### src/rtl/xcvr_pkg.sv
package xcvr_pkg;

  // Source choice for a driven port
  typedef enum logic {
    SEL_LIVE = 1'b0,
    SEL_HELD = 1'b1
  } sel_e;

  // Which port the block drives when enabled
  typedef enum logic {
    TOWARD_A = 1'b0,
    TOWARD_B = 1'b1
  } dir_e;

  typedef struct packed {
    logic a_en;
    logic b_en;
  } drive_t;

endpackage

### src/rtl/xcvr_capture.sv
module xcvr_capture #(
  parameter int WIDTH        = 8,
  parameter bit EDGE_CAPTURE = 1'b1
) (
  input  logic             clk_i,
  input  logic             rst_i,
  input  logic             strobe_i,
  input  logic [WIDTH-1:0] d_i,
  output logic [WIDTH-1:0] q_o
);

  logic take;

  generate
    if (EDGE_CAPTURE) begin : g_edge
      logic strobe_q;
      always_ff @(posedge clk_i) begin
        if (rst_i) strobe_q <= 1'b0;
        else       strobe_q <= strobe_i;
      end
      assign take = strobe_i & ~strobe_q;


      single_load_chk: assert property (@(posedge clk_i) disable iff (rst_i)
        ($past(strobe_i) && strobe_i) |=> $stable(q_o));
    end else begin : g_level
      assign take = strobe_i;
    end
  endgenerate

  always_ff @(posedge clk_i) begin
    if (rst_i)     q_o <= '0;
    else if (take) q_o <= d_i;
  end


  load_value_chk: assert property (@(posedge clk_i) disable iff (rst_i)
    take |=> (q_o == $past(d_i)));


  hold_value_chk: assert property (@(posedge clk_i) disable iff (rst_i)
    !take |=> $stable(q_o));

endmodule

### src/rtl/xcvr_steer.sv
module xcvr_steer
  import xcvr_pkg::*;
(
  input  logic   oe_n_i,
  input  dir_e   dir_i,
  output drive_t drv_o
);

  always_comb begin
    drv_o = '0;
    if (!oe_n_i) begin
      if (dir_i == TOWARD_B) drv_o.b_en = 1'b1;
      else                   drv_o.a_en = 1'b1;
    end
  end

endmodule

### src/rtl/xcvr_select.sv
module xcvr_select
  import xcvr_pkg::*;
#(
  parameter int WIDTH = 8
) (
  input  logic             en_i,
  input  sel_e             sel_i,
  input  logic [WIDTH-1:0] live_i,
  input  logic [WIDTH-1:0] held_i,
  output logic [WIDTH-1:0] y_o
);

  always_comb begin
    y_o = '0;
    if (en_i) y_o = (sel_i == SEL_HELD) ? held_i : live_i;
  end

endmodule

### src/rtl/bus_xcvr_reg.sv
module bus_xcvr_reg
  import xcvr_pkg::*;
#(
  parameter int WIDTH        = 8,
  parameter bit EDGE_CAPTURE = 1'b1
) (
  input  logic             clk_i,
  input  logic             rst_i,
  input  logic             oe_n_i,
  input  logic             dir_i,
  input  logic             sel_ab_i,
  input  logic             sel_ba_i,
  input  logic             cap_ab_i,
  input  logic             cap_ba_i,
  input  logic [WIDTH-1:0] a_in_i,
  output logic [WIDTH-1:0] a_out_o,
  output logic             a_oe_o,
  input  logic [WIDTH-1:0] b_in_i,
  output logic [WIDTH-1:0] b_out_o,
  output logic             b_oe_o
);

  drive_t           drv;
  logic [WIDTH-1:0] held_ab;
  logic [WIDTH-1:0] held_ba;
  logic [WIDTH-1:0] a_port;
  logic [WIDTH-1:0] b_port;

  xcvr_steer u_steer (
    .oe_n_i (oe_n_i),
    .dir_i  (dir_e'(dir_i)),
    .drv_o  (drv)
  );

  // Port B is fed from live A or the A-to-B register
  xcvr_select #(.WIDTH(WIDTH)) u_sel_b (
    .en_i   (drv.b_en),
    .sel_i  (sel_e'(sel_ab_i)),
    .live_i (a_in_i),
    .held_i (held_ab),
    .y_o    (b_out_o)
  );

  // Port A is fed from live B or the B-to-A register
  xcvr_select #(.WIDTH(WIDTH)) u_sel_a (
    .en_i   (drv.a_en),
    .sel_i  (sel_e'(sel_ba_i)),
    .live_i (b_in_i),
    .held_i (held_ba),
    .y_o    (a_out_o)
  );

  assign a_oe_o = drv.a_en;
  assign b_oe_o = drv.b_en;

  // The wire value of each port: the block's own drive when enabled
  assign a_port = drv.a_en ? a_out_o : a_in_i;
  assign b_port = drv.b_en ? b_out_o : b_in_i;

  xcvr_capture #(.WIDTH(WIDTH), .EDGE_CAPTURE(EDGE_CAPTURE)) u_reg_ab (
    .clk_i    (clk_i),
    .rst_i    (rst_i),
    .strobe_i (cap_ab_i),
    .d_i      (a_port),
    .q_o      (held_ab)
  );

  xcvr_capture #(.WIDTH(WIDTH), .EDGE_CAPTURE(EDGE_CAPTURE)) u_reg_ba (
    .clk_i    (clk_i),
    .rst_i    (rst_i),
    .strobe_i (cap_ba_i),
    .d_i      (b_port),
    .q_o      (held_ba)
  );


  one_driver_chk: assert property (@(posedge clk_i) disable iff (rst_i)
    !(a_oe_o && b_oe_o));


  isolate_chk: assert property (@(posedge clk_i) disable iff (rst_i)
    oe_n_i |-> (!a_oe_o && !b_oe_o));


  live_b_chk: assert property (@(posedge clk_i) disable iff (rst_i)
    (b_oe_o && !sel_ab_i) |-> (b_out_o == a_in_i));


  held_b_chk: assert property (@(posedge clk_i) disable iff (rst_i)
    (b_oe_o && sel_ab_i) |-> (b_out_o == held_ab));


  live_a_chk: assert property (@(posedge clk_i) disable iff (rst_i)
    (a_oe_o && !sel_ba_i) |-> (a_out_o == b_in_i));

endmodule

### config.mk
export PLATFORM = sky130hd
export DESIGN_NAME = bus_xcvr_reg
export DESIGN_NICKNAME = d
export VERILOG_FILES = /design/src/rtl/xcvr_pkg.sv /design/src/rtl/xcvr_capture.sv /design/src/rtl/xcvr_steer.sv /design/src/rtl/xcvr_select.sv /design/src/rtl/bus_xcvr_reg.sv
export SDC_FILE = /design/constraint.sdc
export NUM_CORES = 1
export LEC_CHECK = 0
export ABC_AREA = 1
export CELL_PAD_IN_SITES_DETAIL_PLACEMENT = 1
export CELL_PAD_IN_SITES_GLOBAL_PLACEMENT = 2
export CORE_UTILIZATION = 30
export CTS_CLUSTER_SIZE = 20
export DETAILED_ROUTE_END_ITERATION = 10
export DONT_BUFFER_PORTS = 1
export PLACE_DENSITY = 0.85
export SKIP_CTS_REPAIR_TIMING = 1
export SLEW_MARGIN = 5
export SYNTH_ARGS = -nofsm -noshare
export SYNTH_HDL_FRONTEND = slang
export SYNTH_HIERARCHICAL = 1
export SYNTH_SLANG_ARGS = --single-unit
### constraint.sdc
create_clock -name clk_i -period 1 [get_ports clk_i]
set_input_delay 0.05 -clock clk_i [delete_from_list [all_inputs] [get_ports clk_i]]
set_output_delay 0.05 -clock clk_i [all_outputs]
set_load 0.05 [all_outputs]
=== Yosys cells after proc, flatten, opt, wreduce, memory -nomap -nowiden ===
Cells that the tools add are included.

* Muxes and demuxes: 9
* Bitwise gates (word level): 4

{| class="wikitable"
|+ Operators with widths
! operator !! count
|-
| 2-to-1 mux 8 bit || 6
|-
| bitwise AND 1 bit || 2
|-
| 2-to-1 mux 1 bit || 2
|-
| 2-to-1 mux 2 bit || 1
|-
| inverter 1 bit || 2
|}

* Bits of input ports: 24
* Word-level logic and storage cells: 17
* Output and inout port bits: 18
* Register bits: 18

=== Logic depth before layout (Yosys ltp) ===
Gate-level depths: netlist of the first run.

* Depth in word-level cells: 4
* Mapped depth: 11
* Depth with buffers taken out: 10

=== Cells and area by module ===
The synthesis of the first run kept the hierarchy.

{| class="wikitable"
|+ By module, submodules not included
! module !! seq. area each (um2) !! cells each !! times used !! area an instance (um2)
|-
| xcvr_capture || 180.2 || 55 || 2 || 377.9
|-
| xcvr_select || 0.0 || 43 || 2 || 196.4
|-
| bus_xcvr_reg || 0.0 || 52 || 1 || 210.2
|-
| xcvr_steer || 0.0 || 3 || 1 || 13.8
|}

=== Worst setup path after synthesis of the first run ===
OpenSTA, ideal clock, no wires.

* Kind: input to register
* From: input dir_i
* To: register u_reg_ab.q_o[5]
* Arrival: 2.169 ns
* Path buffers: 1
* Setup slack: -1.232 ns
* Stages: 10
* Library setup time: 0.064 ns
* Required time: 0.936 ns
* Cells stage by stage: nor2_1 buf_8 nand2_1 nor2_1 nand2_1 nand2_1 inv_1 nand3_1 nand2_1 nor2_1

* Longest elaborated chain between the ends: 4

{| class="wikitable"
|+ RTL lines
! element !! RTL line !! source
|-
| from (decl) || bus_xcvr_reg.sv:10 || <nowiki>input logic dir_i,</nowiki>
|-
| 2-to-1 mux 1 bit || xcvr_steer.sv:12 || <nowiki>if (dir_i == TOWARD_B) drv_o.b_en = 1'b1;</nowiki>
|-
| 2-to-1 mux 2 bit || xcvr_steer.sv:11 || <nowiki>if (!oe_n_i) begin</nowiki>
|-
| 2-to-1 mux 8 bit || xcvr_select.sv:15 || <nowiki>if (en_i) y_o = (sel_i == SEL_HELD) ? held_i : live_i;</nowiki>
|-
| named net a_out_o[5] || bus_xcvr_reg.sv:16 || <nowiki>output logic [WIDTH-1:0] a_out_o,</nowiki>
|-
| 2-to-1 mux 8 bit || bus_xcvr_reg.sv:57 || <nowiki>assign a_port = drv.a_en ? a_out_o : a_in_i;</nowiki>
|-
| named net a_port[5] || bus_xcvr_reg.sv:26 || <nowiki>logic [WIDTH-1:0] a_port;</nowiki>
|-
| to (signal assigned) || xcvr_capture.sv:33 || <nowiki>else if (take) q_o <= d_i;</nowiki>
|-
| to (decl) || xcvr_capture.sv:9 || <nowiki>output logic [WIDTH-1:0] q_o</nowiki>
|}

The timed path passes the listed nets, and every way through them passes these cells.
A chain may end at the register's enable or synchronous reset.

=== Worst setup path in the final report of the first run ===
* From: register u_reg_ab.q_o[2]
* To: output b_out_o[2]

* Longest elaborated chain between the ends: 2

{| class="wikitable"
|+ RTL lines
! element !! RTL line !! source
|-
| 2-to-1 mux 8 bit (2 in series) || xcvr_select.sv:15 ||
|-
| to (decl) || bus_xcvr_reg.sv:19 || <nowiki>output logic [WIDTH-1:0] b_out_o,</nowiki>
|}

Every way passes these cells.

==> results of run 1 <==
==> area by class of cell <==
| type | count | share of cell area (%) |
|---|---|---|
| Tap cell | 52 | 3.27 |
| Sequential cell | 18 | 19.1 |
| Multi-Input combinational cell | 182 | 48.6 |
| Timing Repair Buffer | 29 | 18.9 |
| Inverter | 41 | 8.12 |
| Clock buffer | 3 | 2.08 |
==> stage by stage <==
stage / TNS (ns) / power [mW] / worst slack, ns / instance area (um2) / utilization (%)
3_3_place_gp: -0.0171 / 1.45 / -0.0152 / 1720 / 39.2
5_1_grt: -4.39 / 2.21 / -0.214 / 1990 / 45.3
2_1_floorplan: -5.12 / 1.36 / -0.333 / 1560 / -
6_report: -2.15 / 2.08 / -0.149 / 1990 / 45.3
3_5_place_dp: -0.208 / 1.46 / -0.0403 / 1720 / 39.2
4_1_cts: -2.71 / 1.99 / -0.255 / 1760 / 40.2
==> cell families after synthesis <==
kind of cell | count (synthesis) | share of synthesized area [%]
buffers and inverters | 51 | 20.5
DFF | 18 | 26.3
and+or+nand+nor | 182 | 53.2
==> placed cells by master (no fill, tap or decap), drive strengths merged <==
master | synthesis | final
dfxtp | 18 | 18
dlygate4sd3 | 0 | 3
nor2 | 70 | 70
clkbuf | 0 | 3
nand2 | 96 | 96
nand3 | 16 | 16
buf | 10 | 26
inv | 41 | 41
==> power breakdown <==
part	leakage (nW)	internal, mW	switching, mW	total, mW
clock	0.0216	0.268	0.251	0.519
sequential	0.154	0.781	0.0346	0.815
combinational	0.811	0.289	0.459	0.748
==> how the worst max path moves through the flow <==
stage,from,endpoint,slack [ns],cells past startpoint
after detailed placement,u_reg_ba/q_o[1],u_reg_ab/q_o[1],-0.04,10
after floorplan,oe_n_i,u_reg_ab/q_o[3],-0.33,10
after CTS,u_reg_ba/q_o[2],a_out_o[2],-0.25,6
after global routing,u_reg_ab/q_o[2],b_out_o[2],-0.21,6
after global placement,u_reg_ba/q_o[0],u_reg_ab/q_o[0],-0.02,10
final,u_reg_ab/q_o[2],b_out_o[2],-0.15,6
==> routing by layer <==
layer	GRT usage, %	part of all wire, %	vias up
met1	23.1	44	693
met5	0	0	-
met3	4.65	6.4	4
met2	30.7	49	39
li1	-	-	765
met4	4.67	1.0	0
==> registers in the layout, indices dropped and copies added, names as in the netlist <==
register and count:
u_reg_ab/q_o 8, u_reg_ba/q_o 8, u_reg_ba/g_edge.strobe_q 1, u_reg_ab/g_edge.strobe_q 1
==> worst register-to-register path: cells and delay by family (launching register included) <==
family	cells	cell delay, ns
and+or+nand+nor	8	0.60
DFF	1	0.34
buffers and inverters	2	0.09
==> metrics, run 1 <==
Required @ worst endpoint around 0.95 ns; Fill cells around 600; Slew HR 77.5%; CTS Buf Count 3; largest area contributor in the netlist dfxtp_1; via count about 1500; Startpoint Class flip-flop; vias per inst 4.62; Seq. cell area about 380 um2; worst r2r src u_reg_ab/q_o[3]; maximum vdd ir drop 0.579 mV; clock buffer depth 2; total track usage between 10% and 20%; drt wl/cell 13.8 um; synth warn 6; Main synth FF type dfxtp_1; Placement Rows 24; status finished with violations; top post-synthesis cells by count nand2_1 (92), nor2_1 (67), inv_1 (35); Routed WL approximately 4500 um; PortBufs 0; Synth cell types 11; die area 0.00485 mm2; final worst setup slack -0.149 ns; area of the multi-input gates ~970 um2; Yosys reg bits 18; Die Y slightly below 70 um; Core Region ~0.0044 mm2; drt drc 0; antenna cells 0; critical path data arrival time 1.10 ns; first-pass GRT wire length ~7000 um; Clock Skew roughly 0.0084 ns; Power Density around 1000 mW/mm2; worst-path fanout max 2; total gr overflow 0; crit-path leading delay family flip-flops; min cycle time layout roughly 1.1 ns; cells along the critical path inv_2 > nand2_2 > nand2_2 > nor2_4 > buf_6 > buf_8; RSZ-0062 raised after global routing true; Boundary Pins 42; slowest cell delay on critical path 0.33 ns; Hold Crit Class in -> reg; kind of critical path reg -> out; Worst Tran Pin Value between 0.3 and 0.4 ns; Post-Synthesis Cells 251; Mean Syn Cell Area about 5.5 um2; final setup fails 30; number of max-cap violations 0; number of synthesized flops with an enable pin 0; WP buf/inv 3; failing checks hold timing, setup timing; leak pwr a little under 1 nW; endpoint type of the worst setup path primary output; gp weighted congestion 0.743; Placed Cells incl. Taps about 320; most common cell in the netlist nand2_1; initial antenna violation count 0; CTS clk-pin slew, worst paths approximately 0.08 ns; H-tree levels 1; layout cells sized above 1 42.1%; CTS sink count 18; f_max 871 MHz; final antenna-violating net count 0; WHS Endpoint u_reg_ba/q_o[0]; syn_nets around 280; initial core utilization between 30% and 40%; part of the cycle the worst path needs 115%; Final Hold Fails 6; sequential area share after synthesis 26.3%; Root Driver clkbuf_8; ys async rst share 0%; number of global-route vias before repair 1501; later-pin clock latency in the skew report roughly 0.25 ns; CTS tree done; Synth area leaders dfxtp_1 (26%), nand2_1 (25%), nor2_1 (18%); final std cells w/o fill approximately 330; first drt pass iteration count 2; reg-to-reg setup timing slack -0.08 ns; DRT iter0 DRCs 47; worst flop-to-flop path endpoint u_reg_ba/q_o[3]; Max Slew Vio Count 0; area grow syn2layout 44.8%; hold_ws -0.0177 ns; Horiz. Die Dim 69.6 um; Hold Startpoint cap_ba_i; CP dominant cell by count nand2_2; pin count of the biggest net entering global routing 19; NumNets Final ~300; DP HPWL 3230 um; mapped cell area roughly 0.0014 mm2; reg2reg path depth 10; top-area cell type share of the netlist area 26.3%; Hold Path Depth 3; CP max stage cell dfxtp_2
Power figures use the tool's default switching activity.
==> inputs of run 2 (changes only) <==
--- a/config.mk
+++ b/config.mk
@@ -8,14 +8,14 @@
 export ABC_AREA = 1
 export CELL_PAD_IN_SITES_DETAIL_PLACEMENT = 1
 export CELL_PAD_IN_SITES_GLOBAL_PLACEMENT = 2
-export CORE_UTILIZATION = 30
+export CORE_MARGIN = 2
+export CORE_UTILIZATION = 29
 export CTS_CLUSTER_SIZE = 20
 export DETAILED_ROUTE_END_ITERATION = 10
 export DONT_BUFFER_PORTS = 1
-export PLACE_DENSITY = 0.85
+export PLACE_DENSITY = 0.82
 export SKIP_CTS_REPAIR_TIMING = 1
 export SLEW_MARGIN = 5
 export SYNTH_ARGS = -nofsm -noshare
 export SYNTH_HDL_FRONTEND = slang
-export SYNTH_HIERARCHICAL = 1
 export SYNTH_SLANG_ARGS = --single-unit
==> metrics, run 2 <==
status finished with violations; failing checks hold timing, setup timing; Setup TNS Final -0.793 ns (+1.36 ns); Boundary Pins 42 (unchanged); ys async rst share 0% (unchanged); syn_nets 215 (-22%); Core Region 0.00366 mm2 (-16%); leak pwr 0.919 nW (-6.8%); top-area cell type share of the netlist area 32.7% (+6.4 points); Post-Synthesis Cells 191 (-24%); sequential area share after synthesis 32.7% (+6.4 points); total track usage 19.6% (+1.4 points); Final Hold Fails 7 (+1); DRT iter0 DRCs 35 (-26%); clock buffer depth 2 (unchanged); pin count of the biggest net entering global routing 18 (-1); Main synth FF type dfxtp_1; synth warn 0 (-6); min cycle time layout 1.08 ns (-0.0678 ns); initial antenna violation count 0 (unchanged); part of the cycle the worst path needs 108% (-6.8 points); final worst setup slack -0.0808 ns (+0.0678 ns); H-tree levels 1 (unchanged); met2 global-route usage 35.0% (+4.2 points); commonest non-fill, non-tap cells in the layout inv_2 (32), inv_1 (24), a21oi_1 (23); endpoint type of the worst setup path primary output; Clock Skew 0.00766 ns (-0.000745 ns); Most Used Layer, Global Route met2; die area 0.00431 mm2 (-11%); Power Density 1150 mW/mm2 (+9.4%); NumNets Final 253 (-15%); gp weighted congestion 0.801 (+7.7%); mapped cell area 0.00110 mm2 (-20%); Placement Rows 22 (-8.3%); PortBufs 0 (unchanged); Horiz. Die Dim 65.7 um (-5.7%); Worst Tran Pin Value 0.473 ns (+0.137 ns); Hold Crit Class in -> reg; via count 1303 (-13%); first drt pass iteration count 4 (+2); Root Driver clkbuf_8; RSZ-0062 raised after global routing true; final antenna-violating net count 0 (unchanged); CTS tree done; layout cells sized above 1 53.1% (+11 points); later-pin clock latency in the skew report 0.27 ns (+0.02 ns); CTS sink count 18 (unchanged); Slew HR 68.4% (-9.1 points); initial core utilization 30.1% (-1.2 points); CTS Buf Count 3 (unchanged); number of global-route vias before repair 1367 (-8.9%); most common cell in the netlist inv_1; maximum vdd ir drop 0.521 mV (-10%); CTS clk-pin slew, worst paths 0.08 ns (about the same); largest area contributor in the netlist dfxtp_1; final setup fails 16 (-47%); Startpoint Class flip-flop; final std cells w/o fill 276 (-15%); Placed Cells incl. Taps 255 (-20%); leading cell type in the layout, fill and taps excluded inv_2; f_max 925 MHz (+6.3%); Max Slew Vio Count 0 (unchanged); GRT met3 Usage 3.25% (-1.4 points); drt wl/cell 15.5 um (+12%); Required @ worst endpoint 0.95 ns (about the same); first-pass GRT wire length 6400 um (-9.0%); worst-path fanout max 2 (unchanged); area grow syn2layout 70.1%; antenna cells 0 (unchanged); number of max-cap violations 0 (unchanged); DP HPWL 2910 um (-9.9%); Synth area leaders dfxtp_1 (33%), inv_1 (19%), nand2_1 (12%); vias per inst 4.72 (+2.2%); total gr overflow 0 (unchanged); GRT met1 Usage 23.3% (+0.15 points); kind of critical path reg -> out; Synth cell types 13 (+2); Yosys reg bits 18 (unchanged); drt drc 0 (unchanged); Regs by FF count u_reg_ab.q_o x8, u_reg_ba.q_o x8; top post-synthesis cells by count inv_1 (57), nand2_1 (34), a21oi_1 (24); number of synthesized flops with an enable pin 0 (unchanged); Mean Syn Cell Area 5.78 um2 (+5.7%); hold_ws -0.0258 ns (-0.00812 ns); critical path data arrival time 1.03 ns (-0.07 ns); fin util 51.3% (+5.9 points); Die Y 65.7 um (-5.7%); Routed WL 4290 um (-4.6%)
run 2: cell count changes after synthesis, sizes merged:
cell,before,now
o21ai,0,16
nand2,96,34
inv,41,57
clkbuf,0,2
buf,10,2
a21oi,0,24
nor2,70,22
run 2: logic make-up (layout without fill, tap and decap cells):
family | count (synthesis) | count (layout) | synth area share [%]
buffers and inverters | 61 | 98 | 21.3
AO/OA/AOI/OAI | 40 | 40 | 18.1
AND/OR/NAND/NOR | 72 | 72 | 27.9
flip-flops | 18 | 18 | 32.7
run 2: cell type report:
cell class	count	area, um2
tap	48	60.1
sequential	18	380
timing repair buffer	37	515
inverter	57	216
fill	465	1780
clock buffer	4	55.1
multi-input combinational	112	649
run 2: layer usage:
| layer | vias to the layer above | share of wire (%) |
|---|---|---|
| met1 | 618 | 41 |
| met3 | 9 | 4.4 |
| met4 | 0 | 2.1 |
| met5 | - | 0 |
| met2 | 35 | 53 |
| li1 | 641 | - |
run 2: power by group:
group / switching, mW / internal (mW) / leakage, nW / total, mW
logic: 0.408 / 0.288 / 0.736 / 0.697
registers: 0.0364 / 0.783 / 0.154 / 0.819
clock network: 0.281 / 0.352 / 0.0288 / 0.633
total: 0.726 / 1.42 / 0.919 / 2.15
run 2: worst paths after layout:
kind	cells past startpoint	startpoint	to	slack [ns]
setup / recovery	5	u_reg_ab.q_o[6]	b_out_o[6]	-0.08
hold / removal	3	sel_ba_i	u_reg_ab.q_o[4]	-0.03
setup reg to reg	4	u_reg_ba.g_edge.strobe_q	u_reg_ba.q_o[6]	0.07
hold reg to reg	2	u_reg_ab.q_o[5]	u_reg_ab.q_o[5]	0.55
run 2: metrics by stage:
| step | hold WS [ns] | total power, mW | area [um2] | worst slack, ns |
|---|---|---|---|---|
| 2_1_floorplan | 0.122 | 1.16 | 1100 | 0.0235 |
| 3_3_place_gp | 0.125 | 1.36 | 1510 | 0.0232 |
| 3_5_place_dp | 0.126 | 1.38 | 1510 | -0.0388 |
| 4_1_cts | -0.157 | 2.01 | 1560 | -0.175 |
| 5_1_grt | -0.0135 | 2.26 | 1880 | -0.140 |
| 6_report | -0.0258 | 2.15 | 1880 | -0.0808 |
run 2: worst max-delay path: stages (launching register included):
cell     delay (ns)
dfxtp_2        0.34
inv_2          0.03
nand2_2        0.07
nand3_4        0.10
inv_4          0.09
buf_12         0.13
